[src/rtl/i2c_irq_pkg.sv]
package i2c_irq_pkg;
   localparam int REG_AW = 2;

   typedef enum logic [REG_AW-1:0] {
      ADR_RAW    = 2'd0,
      ADR_STATUS = 2'd1,
      ADR_EN_SET = 2'd2,
      ADR_EN_CLR = 2'd3
   } reg_adr_e;
endpackage

[src/rtl/i2c_irq_status.sv]
module i2c_irq_status #(
   parameter int NUM_EVT = 7
) (
   input  logic               clk,
   input  logic               rst_n,
   input  logic [NUM_EVT-1:0] set_i,
   input  logic [NUM_EVT-1:0] clr_i,
   output logic [NUM_EVT-1:0] q_o
);
   for (genvar i = 0; i < NUM_EVT; i++) begin : g_bit
      always_ff @(posedge clk or negedge rst_n) begin
         if (!rst_n) begin
            q_o[i] <= 1'b0;
         end else if (set_i[i]) begin
            q_o[i] <= 1'b1;   // event has priority over clear
         end else if (clr_i[i]) begin
            q_o[i] <= 1'b0;
         end
      end
   end
endmodule

[src/rtl/i2c_irq_mask.sv]
module i2c_irq_mask #(
   parameter int NUM_EVT = 7
) (
   input  logic               clk,
   input  logic               rst_n,
   input  logic [NUM_EVT-1:0] set_i,
   input  logic [NUM_EVT-1:0] clr_i,
   output logic [NUM_EVT-1:0] q_o
);
   always_ff @(posedge clk or negedge rst_n) begin
      if (!rst_n) begin
         q_o <= '0;
      end else begin
         q_o <= (q_o | set_i) & ~clr_i;
      end
   end
endmodule

[src/rtl/i2c_irq_busy.sv]
module i2c_irq_busy (
   input  logic clk,
   input  logic rst_n,
   input  logic start_i,
   input  logic stop_i,
   output logic busy_o
);
   always_ff @(posedge clk or negedge rst_n) begin
      if (!rst_n) begin
         busy_o <= 1'b0;
      end else if (start_i) begin
         busy_o <= 1'b1;
      end else if (stop_i) begin
         busy_o <= 1'b0;
      end
   end
endmodule

[src/rtl/i2c_irq_bank.sv]
module i2c_irq_bank
   import i2c_irq_pkg::*;
#(
   parameter int NUM_EVT  = 7,
   parameter int REG_W    = 16,
   parameter int BUSY_POS = 15
) (
   input  logic               clk,
   input  logic               rst_n,
   input  logic [REG_AW-1:0]  reg_addr,
   input  logic               reg_wr,
   input  logic [REG_W/8-1:0] reg_be,
   input  logic [REG_W-1:0]   reg_wdata,
   output logic [REG_W-1:0]   reg_rdata,
   input  logic [NUM_EVT-1:0] evt_pulse,
   input  logic               start_det,
   input  logic               stop_det,
   output logic               irq
);
   localparam int BE_W  = REG_W / 8;
   localparam int PAD_W = REG_W - NUM_EVT;

   if (REG_W % 8 != 0 || REG_W < 8) begin : g_bad_width
      $error("REG_W must be a nonzero multiple of 8");
   end
   if (NUM_EVT < 1 || NUM_EVT > BUSY_POS) begin : g_bad_evt
      $error("NUM_EVT must lie below BUSY_POS");
   end
   if (BUSY_POS >= REG_W) begin : g_bad_busy
      $error("BUSY_POS must fit in the register");
   end

   logic [REG_W-1:0]   lane_mask;
   logic [REG_W-1:0]   wbits;
   logic [NUM_EVT-1:0] stat_q;
   logic [NUM_EVT-1:0] en_q;
   logic               busy_q;
   logic [NUM_EVT-1:0] stat_clr;
   logic [NUM_EVT-1:0] en_set;
   logic [NUM_EVT-1:0] en_clr;
   logic [NUM_EVT-1:0] masked;
   logic               unused_hi;

   for (genvar b = 0; b < BE_W; b++) begin : g_lane
      assign lane_mask[b*8 +: 8] = {8{reg_be[b]}};
   end

   assign wbits     = reg_wdata & lane_mask;
   assign unused_hi = ^wbits[REG_W-1:NUM_EVT];

   always_comb begin
      stat_clr = '0;
      en_set   = '0;
      en_clr   = '0;
      if (reg_wr) begin
         unique case (reg_adr_e'(reg_addr))
            ADR_STATUS: stat_clr = wbits[NUM_EVT-1:0];
            ADR_EN_SET: en_set   = wbits[NUM_EVT-1:0];
            ADR_EN_CLR: en_clr   = wbits[NUM_EVT-1:0];
            default:    ;
         endcase
      end
   end

   i2c_irq_status #(.NUM_EVT(NUM_EVT)) u_status (
      .clk   (clk),
      .rst_n (rst_n),
      .set_i (evt_pulse),
      .clr_i (stat_clr),
      .q_o   (stat_q)
   );

   i2c_irq_mask #(.NUM_EVT(NUM_EVT)) u_mask (
      .clk   (clk),
      .rst_n (rst_n),
      .set_i (en_set),
      .clr_i (en_clr),
      .q_o   (en_q)
   );

   i2c_irq_busy u_busy (
      .clk     (clk),
      .rst_n   (rst_n),
      .start_i (start_det),
      .stop_i  (stop_det),
      .busy_o  (busy_q)
   );

   assign masked = stat_q & en_q;
   assign irq    = |masked;

   always_comb begin
      reg_rdata = '0;
      unique case (reg_adr_e'(reg_addr))
         ADR_RAW: begin
            reg_rdata           = {{PAD_W{1'b0}}, stat_q};
            reg_rdata[BUSY_POS] = busy_q;
         end
         ADR_STATUS: reg_rdata = {{PAD_W{1'b0}}, masked};
         default:    reg_rdata = {{PAD_W{1'b0}}, en_q};
      endcase
   end
endmodule

[config.mk]
export PLATFORM = sky130hd
export DESIGN_NAME = i2c_irq_bank
export DESIGN_NICKNAME = d
export VERILOG_FILES = /design/src/rtl/i2c_irq_pkg.sv /design/src/rtl/i2c_irq_status.sv /design/src/rtl/i2c_irq_mask.sv /design/src/rtl/i2c_irq_busy.sv /design/src/rtl/i2c_irq_bank.sv
export SDC_FILE = /design/constraint.sdc
export NUM_CORES = 1
export LEC_CHECK = 0
export BUFFER_PORTS_ARGS = -buffer_cell sky130_fd_sc_hd__buf_2
export CAP_MARGIN = 25
export CORE_MARGIN = 2
export CORE_UTILIZATION = 43
export CTS_CLUSTER_DIAMETER = 30
export CTS_CLUSTER_SIZE = 30
export DETAILED_ROUTE_END_ITERATION = 16
export PLACE_DENSITY_LB_ADDON = 0.12
export SLEW_MARGIN = 30
export SYNTH_ARGS = -nofsm -noshare
export SYNTH_HDL_FRONTEND = slang
export SYNTH_SLANG_ARGS = --single-unit
[constraint.sdc]
create_clock -name clk -period 1.4 [get_ports clk]
set_input_delay 0.28 -clock clk [delete_from_list [all_inputs] [get_ports clk]]
set_output_delay 0.28 -clock clk [all_outputs]
set_load 0.05 [all_outputs]
==> summary.md, run 1 <==
| Metric | Value |
|---|---|
| Clk sink count | `15` |
| Remaining global-route overflow | `0` |
| Vias in the first global route | `737` |
| Gp weighted congestion | `0.7587` |
| Cell area after synthesis | `903.4 um^2` |
| Worst setup SP type | `register` |
| Final setup vio count | `3` |
| DP Worst Slack | `-0.006344 ns` |
| Worst Path Arrival | `1.39 ns` |
| Syn Area/Cell | `10.38 um^2` |
| Critical Path RT | `1.12 ns` |
| Slew Viols, Final | `0` |
| Post-synthesis sequential area ratio | `0.4155` |
| PortBufs | `30` |
| Remaining antenna violation count | `0` |
| Maximum vdd ir drop | `0.6036 mV` |
| Post-Synth Adder-Cell Area | `0` |
| Worst-path fanout max | `2` |
| Yosys top cell area share | `0.4155` |
| Largest family of logic cells by synthesized area | `compound AO/OA/AOI/OAI gates` |
| Total inserted antenna cells | `0` |
| Worst Setup Path Type | `reg -> out` |
| Post-Synthesis Cells | `87` |
| Vias/cell | `5.064` |
| Post-route setup slack | `-0.2713 ns` |
| Crit share post-route | `1.194` |
| Final Hold Vio Count | `0` |
| Compound-gate portion of the synthesized area | `0.2299` |
| Total CTS buffers | `3` |
| Layout cells sized above 1 | `0.4961` |
| First-pass iteration count of the detailed router | `4` |
| Post-synthesis xor/xnor area fraction | `0` |
| Die Area | `0.002484 mm^2` |
| Final-stage net count | `162` |
| Clock root buffer | `clkbuf_4` |
| Core Util, Final | `0.6231` |
| Violated checks | `negative setup slack` |
| Yosys reg bits | `15` |
| Mux cell area share after synthesis | `0.07756` |
| Inst Count DP | `148` |
| Non-Filler Instances | `156` |
| Asr flop ratio synth | `1.000` |
| Post-route cell area | `0.001222 mm^2` |
| Die Ht | `49.84 um` |
| Die X | `49.84 um` |
| Final min period | `1.671 ns` |
| Overall routing resource usage | `0.1723` |
| Maximum root-to-sink buffer count | `2` |
| Via count | `790` |
| Post-synth EDFFs | `0` |
| Wire per inst | `13.01 um` |
| Initial Util | `0.4605` |
| PwrDens | `1073 mW/mm^2` |
| HP Class | `in -> reg` |
| Final HPWL DP | `1498 um` |
| Layout area overhead | `35.32%` |
| Reg clk slew, reported paths | `0.09 ns` |
| CP Capture Type | `output pin` |
| RSZ-0062 raised after global routing | `true` |
| Result of the run | `finished with violations` |
| Top cells by area, synth | `dfrtp_1, a41oi_2, buf_4, mux2i_1, o22a_1` |
| Global-route wire length before repair | `3229 um` |
| Post-synth top flop | `dfrtp_1` |
| # rows | `16` |
| Post-synth top cells | `dfrtp_1, inv_1, buf_4, nor2_1` |
| Largest net degree at the start of global routing | `16` |
| DRC violations left | `0` |
| Pleak | `0.6117 nW` |
| Fmax | `598.3 MHz` |
| Routed wire length | `2030 um` |
| Total I/O pin count | `49` |
| Simple-Gate Fraction of Synth Area | `0.1039` |
| Clk_lat worst skew | `0.29 ns` |
| Yosys top cell by area | `dfrtp_1` |
| Synth Warn # | `0` |
| Core Region | `0.001962 mm^2` |
| Initial antenna violation count | `0` |
| Post-DP Area | `0.001107 mm^2` |
| CTS tree | `built` |
| Clock skew | `0 ns` |
| H-tree levels | `1` |
| Tot Pwr | `1.312 mW` |
| Initial DRC Count | `10` |
| Max_cap viols | `0` |
| Yosys cell types | `17` |
==> sequential cells by signal (all words and copies together), names as in the netlist <==
signal and count:
u_busy.busy_o 1, u_mask.q_o 7, u_status.q_o 7
==> cell usage in the layout, fill, tap and decap left out, drive strengths merged, types with 2 or more instances in the layout <==
| cell type | instances |
|---|---|
| nand4 | 7 |
| nor2 | 8 |
| clkbuf | 4 |
| conb | 8 |
| mux2i | 7 |
| a41oi | 7 |
| inv | 15 |
| o22a | 7 |
| a22oi | 2 |
| buf | 42 |
| dfrtp | 15 |
==> stage by stage <==
stage / TNS [ns] / hold slack [ns]
after CTS: -0.4575 / 0.1612
after global placement: -0.01768 / 0.2064
final: -0.4156 / 0.1627
after global routing: -0.5531 / 0.1732
after floorplan: 0 / -0.01559
after detailed placement: -0.006344 / 0.2076
==> final timing paths <==
kind / cells after the start / endpoint / from / slack (ns)
worst max-delay path: 3 / irq / u_status.q_o[1] / -0.27
worst min-delay path: 2 / u_busy.busy_o / start_det / 0.16
worst max register to register: 3 / u_status.q_o[3] / u_status.q_o[3] / 0.56
min in group asynchronous: 2 / u_status.q_o[4] / rst_n / 0.44
worst min register to register: 1 / u_busy.busy_o / u_busy.busy_o / 0.47
max in group asynchronous: 2 / u_status.q_o[3] / rst_n / 0.70
==> where the power goes <==
group | internal [mW] | switching, mW
Sequential | 0.484 | 0.0370
Clock | 0.106 | 0.149
Combinational | 0.206 | 0.329
==> critical path: stages, from the launching register on <==
cell      delay, ns
dfrtp_1        0.40
a222oi_1       0.42
nand3_2        0.11
buf_6          0.17
==> cell families after synthesis <==
| family | Yosys count |
|---|---|
| AOI/OAI and AO/OA | 18 |
| buffers and inverters | 28 |
| DFF | 15 |
| muxes | 7 |
| other | 1 |
| and+or+nand+nor | 18 |
==> layout make-up <==
class / instances / area, um^2
well taps: 27 / 33.78
clock buffers: 3 / 22.52
clock inverters: 1 / 5.005
repair buffers: 44 / 310.3
multi-input cells: 51 / 419.2
inverters: 15 / 56.30
fillers: 178 / 739.5
flip-flops and latches: 15 / 375.4
==> what timing repair did <==
action | in CTS | in global routing
buffers inserted | 2 | 1
pin swaps | 1 | 1
endpoints found under the setup margin | 7 | 9
hold endpoints to repair | 15 | 0
resized for setup | 10 | 9
hold buffers | 1 | 0
==> per-layer routing <==
metal  wire length (um)  global-route usage  up-vias
li1                   -                   -      379
met1                886              0.2227      373
met2                989              0.2844       34
met3                123             0.02121        4
met5                  0                   0        -
met4                 30             0.08333        0
Note: power is estimated with default switching activity, not from simulation.
==> run 2, diff against run 1 <==
Settings changed: ABC_AREA set to 1, CORE_UTILIZATION 43 to 44.
==> run 2 against run 1 <==
Compared with the run above: the run still ends with negative setup slack left; critical path depth grew 2; sequential share of layout area decreased by 0.25 points; register-to-register slack better by 0.06 ns; sequential power is 2% lower; worst hold slack improved by 0.0033 ns; non-clock buffer count decreased by 8; core utilization is 0.12 points lower; combinational power increased by 7.1%; critical path type unchanged.
==> summary.md, run 2 <==
| Metric | Value |
|---|---|
| Layout area overhead | `32.75%` |
| Area of the multi-input gates | `457.9 um^2 (+9.3%)` |
| Tot Pwr | `1.340 mW (+2.1%)` |
| Worst-path fanout max | `3 (+1)` |
| Post-synth top cells | `nand2_1, inv_1, nor2_1, a21oi_1, dfrtp_1` |
| Met2 usage | `0.3556 (+0.07111)` |
| Int Power | `784.4 uW (-1.5%)` |
| Remaining antenna violation count | `0 (unchanged)` |
| RSZ-0062 raised after global routing | `true` |
| Final min period | `1.440 ns (-0.2311 ns)` |
| Maximum root-to-sink buffer count | `2 (unchanged)` |
| Grt met1 use | `0.2118 (-0.01082)` |
| Final HPWL DP | `1531 um (+2.2%)` |
| Critical Path RT | `1.12 ns (about the same)` |
| Crit share post-route | `1.029 (-0.1651)` |
| Yosys reg bits | `15 (unchanged)` |
| Most frequent CP cell | `nand2_1` |
| CP Capture Type | `output pin` |
| Largest regs | `u_mask.q_o x7, u_status.q_o x7, u_busy.busy_o x1` |
| Fmax | `694.3 MHz (+16%)` |
| Initial Util | `0.4684 (+0.007975)` |
| Inst Count DP | `189 (+28%)` |
| DP Worst Slack | `-0.03754 ns (-0.03120 ns)` |
| Critical-path top delay cell | `dfrtp_1` |
| Core Region | `0.001982 mm^2 (+1.0%)` |
| Post-Route Setup TNS | `-0.04023 ns (+0.3754 ns)` |
| Top-count cell post-synth | `nand2_1` |
| Asr flop ratio synth | `1.000 (unchanged)` |
| Most frequent cells in the layout | `nand2_1, inv_1, buf_2` |
| Flop-to-flop setup slack | `0.62 ns (+0.06 ns)` |
| Violated checks | `negative setup slack` |
| Clk sink count | `15 (unchanged)` |
| Sequential Power Share | `0.382 (-0.015)` |
| Reg area | `375.4 um^2 (unchanged)` |
| Final setup vio count | `1 (-2)` |
| Worst Path Arrival | `1.16 ns (-0.23 ns)` |
| Via count | `905 (+15%)` |
| Non-Filler Instances | `195 (+25%)` |
| Worst setup SP type | `register` |
| Post-route setup slack | `-0.04023 ns (+0.2311 ns)` |
| Critical R2R Launch | `u_status.q_o[1]` |
| Largest delay share family, worst path | `flip-flops` |
| Vias in the first global route | `868 (+18%)` |
| Switching share of power | `0.4146 (+0.02168)` |
| Yosys top cell area share | `0.4043 (-0.01120)` |
| Routed wire length | `2183 um (+7.5%)` |
| Remaining global-route overflow | `0 (unchanged)` |
| Critical Path Sink | `irq` |
| DRC violations left | `0 (unchanged)` |
| Reg clk slew, reported paths | `0.10 ns (about the same)` |
| Post-Synthesis Cells | `133 (+53%)` |
| Clock root buffer | `clkbuf_4` |
| Total I/O pin count | `49 (unchanged)` |
| Core Util, Final | `0.6218 (-0.001244)` |
| CP startpoint | `u_status.q_o[5]` |
| Post-synth EDFFs | `0 (unchanged)` |
| Yosys top cell by area | `dfrtp_1` |
| Final-stage net count | `201 (+24%)` |
| CP max stage delay | `0.41 ns (about the same)` |
| Slew Viols, Final | `0 (unchanged)` |
| Crit path depth | `5 (+2)` |
| Wire per inst | `11.19 um (-14%)` |
| Maximum vdd ir drop | `0.6405 mV (+6.1%)` |
| Gp weighted congestion | `0.7498 (-1.2%)` |
| Psw | `555.5 uW (+7.8%)` |
| Total inserted antenna cells | `0 (unchanged)` |
| Largest net degree at the start of global routing | `16 (unchanged)` |
| Fill count | `196 (+10%)` |
| Largest family of logic cells by synthesized area | `simple AND/OR/NAND/NOR gates` |
| Most crowded layer after global routing | `met2` |
| PwrDens | `1087 mW/mm^2 (+1.3%)` |
| Worst-case reg-to-reg path depth | `3 (unchanged)` |
| Clock power share | `0.190 (-0.005)` |
| Clock skew | `0 ns (unchanged)` |
| Total CTS buffers | `3 (unchanged)` |
| Die Ht | `49.94 um (+0.20%)` |
| Worst Setup Path Type | `reg -> out` |
| # rows | `16 (unchanged)` |
| Compound-gate portion of the synthesized area | `0.1267 (-0.1032)` |
| H-tree levels | `1 (unchanged)` |
| Mux cell area share after synthesis | `0 (-0.07756)` |
| Initial DRC Count | `15 (+5)` |
| Cell chain of the critical path | `nand2_1 -> nand2_1 -> nor2_1 -> nand2_1 -> buf_6` |
| Crit path buf inv count | `1 (unchanged)` |
| GR Util met3 | `0.02727 (+0.006061)` |
| Die Area | `0.002494 mm^2 (+0.40%)` |
| Post-synthesis sequential area ratio | `0.4043 (-0.01120)` |
| First-pass iteration count of the detailed router | `4 (unchanged)` |
| Post-Synth Adder-Cell Area | `0 (unchanged)` |
| PortBufs | `30 (unchanged)` |
| Post-synthesis xor/xnor area fraction | `0 (unchanged)` |
| Synth Warn # | `0 (unchanged)` |
| Final Hold Vio Count | `0 (unchanged)` |
| Vias/cell | `4.641 (-8.4%)` |
| Syn Area/Cell | `6.980 um^2 (-33%)` |
| Global-route wire length before repair | `3553 um (+10%)` |
| Result of the run | `finished with violations` |
| Comb pwr share | `0.428 (+0.020)` |
| Overall routing resource usage | `0.1869 (+0.01468)` |
| Post-synth top flop | `dfrtp_1` |
| Initial antenna violation count | `0 (unchanged)` |
| Reg2reg end | `u_status.q_o[1]` |
| Commonest non-fill, non-tap cell in the layout | `nand2_1` |
| Top cells by area, synth | `dfrtp_1, nand2_1, inv_1, a21oi_1, buf_4` |
| Pleak | `0.6556 nW (+7.2%)` |
| Die X | `49.94 um (+0.20%)` |
| HP Class | `in -> reg` |
| Simple-Gate Fraction of Synth Area | `0.2668 (+0.1630)` |
| CTS tree | `built` |
| Layout cells sized above 1 | `0.3274 (-0.1687)` |
| Max_cap viols | `0 (unchanged)` |
| Yosys cell types | `15 (-2)` |
| Clk_lat worst skew | `0.28 ns (about the same)` |
| Cell area after synthesis | `928.4 um^2 (+2.8%)` |
-- run 2: power by group through the flow --
stage / combinational [mW] / clock (mW) / sequential [mW]
2_1_floorplan: 0.394 / 0 / 0.512
3_3_place_gp: 0.480 / 0 / 0.516
3_5_place_dp: 0.486 / 0 / 0.519
4_1_cts: 0.517 / 0.264 / 0.510
5_1_grt: 0.611 / 0.281 / 0.519
6_report: 0.573 / 0.255 / 0.512
-- run 2: worst register-to-register path, stage by stage (launching register included) --
cell	delay (ns)
dfrtp_1	0.40
buf_4	0.15
o21ai_0	0.06
nand2_1	0.06
-- run 2: metrics by stage --
step,area [um^2],hold slack (ns)
3_3_place_gp,1100,0.2101
6_report,1232,0.1660
5_1_grt,1232,0.1731
3_5_place_dp,1100,0.2128
2_1_floorplan,983.4,-0.01559
4_1_cts,1161,0.1611
-- run 2: what timing repair did --
action,4_1_cts,5_1_grt
buffers inserted,0,1
setup endpoints to repair,8,9
hold endpoints to repair,15,0
hold buffers,1,0
pin swaps,6,3
gates resized for setup,9,17
-- run 2: kinds of logic after synthesis --
family / after synthesis
AO/OA/AOI/OAI: 23
buffers and inverters: 35
flip-flops: 15
other: 1
AND/OR/NAND/NOR: 59
-- run 2: how the worst min path moves through the flow --
stage | to | from | depth (start not counted)
4_1_cts | u_status.q_o[5] | evt_pulse[5] | 3
3_3_place_gp | u_status.q_o[5] | rst_n | 1
6_report | u_status.q_o[5] | evt_pulse[5] | 3
5_1_grt | u_busy.busy_o | stop_det | 2
2_1_floorplan | u_busy.busy_o | rst_n | 0
3_5_place_dp | u_status.q_o[5] | rst_n | 1
-- run 2: layer usage --
layer  up-vias  share of wire
li1        459              -
met4         0         0.0060
met3         2          0.043
met2        27           0.53
met1       417           0.42
met5         -              0
-- run 2: final cells by class --
type	count	share of cell area
multi-input cells	90	0.3716
flip-flops and latches	15	0.3046
well taps	27	0.02741
clock inverters	1	0.004061
inverters	23	0.07005
repair buffers	36	0.2041
clock buffers	3	0.01827
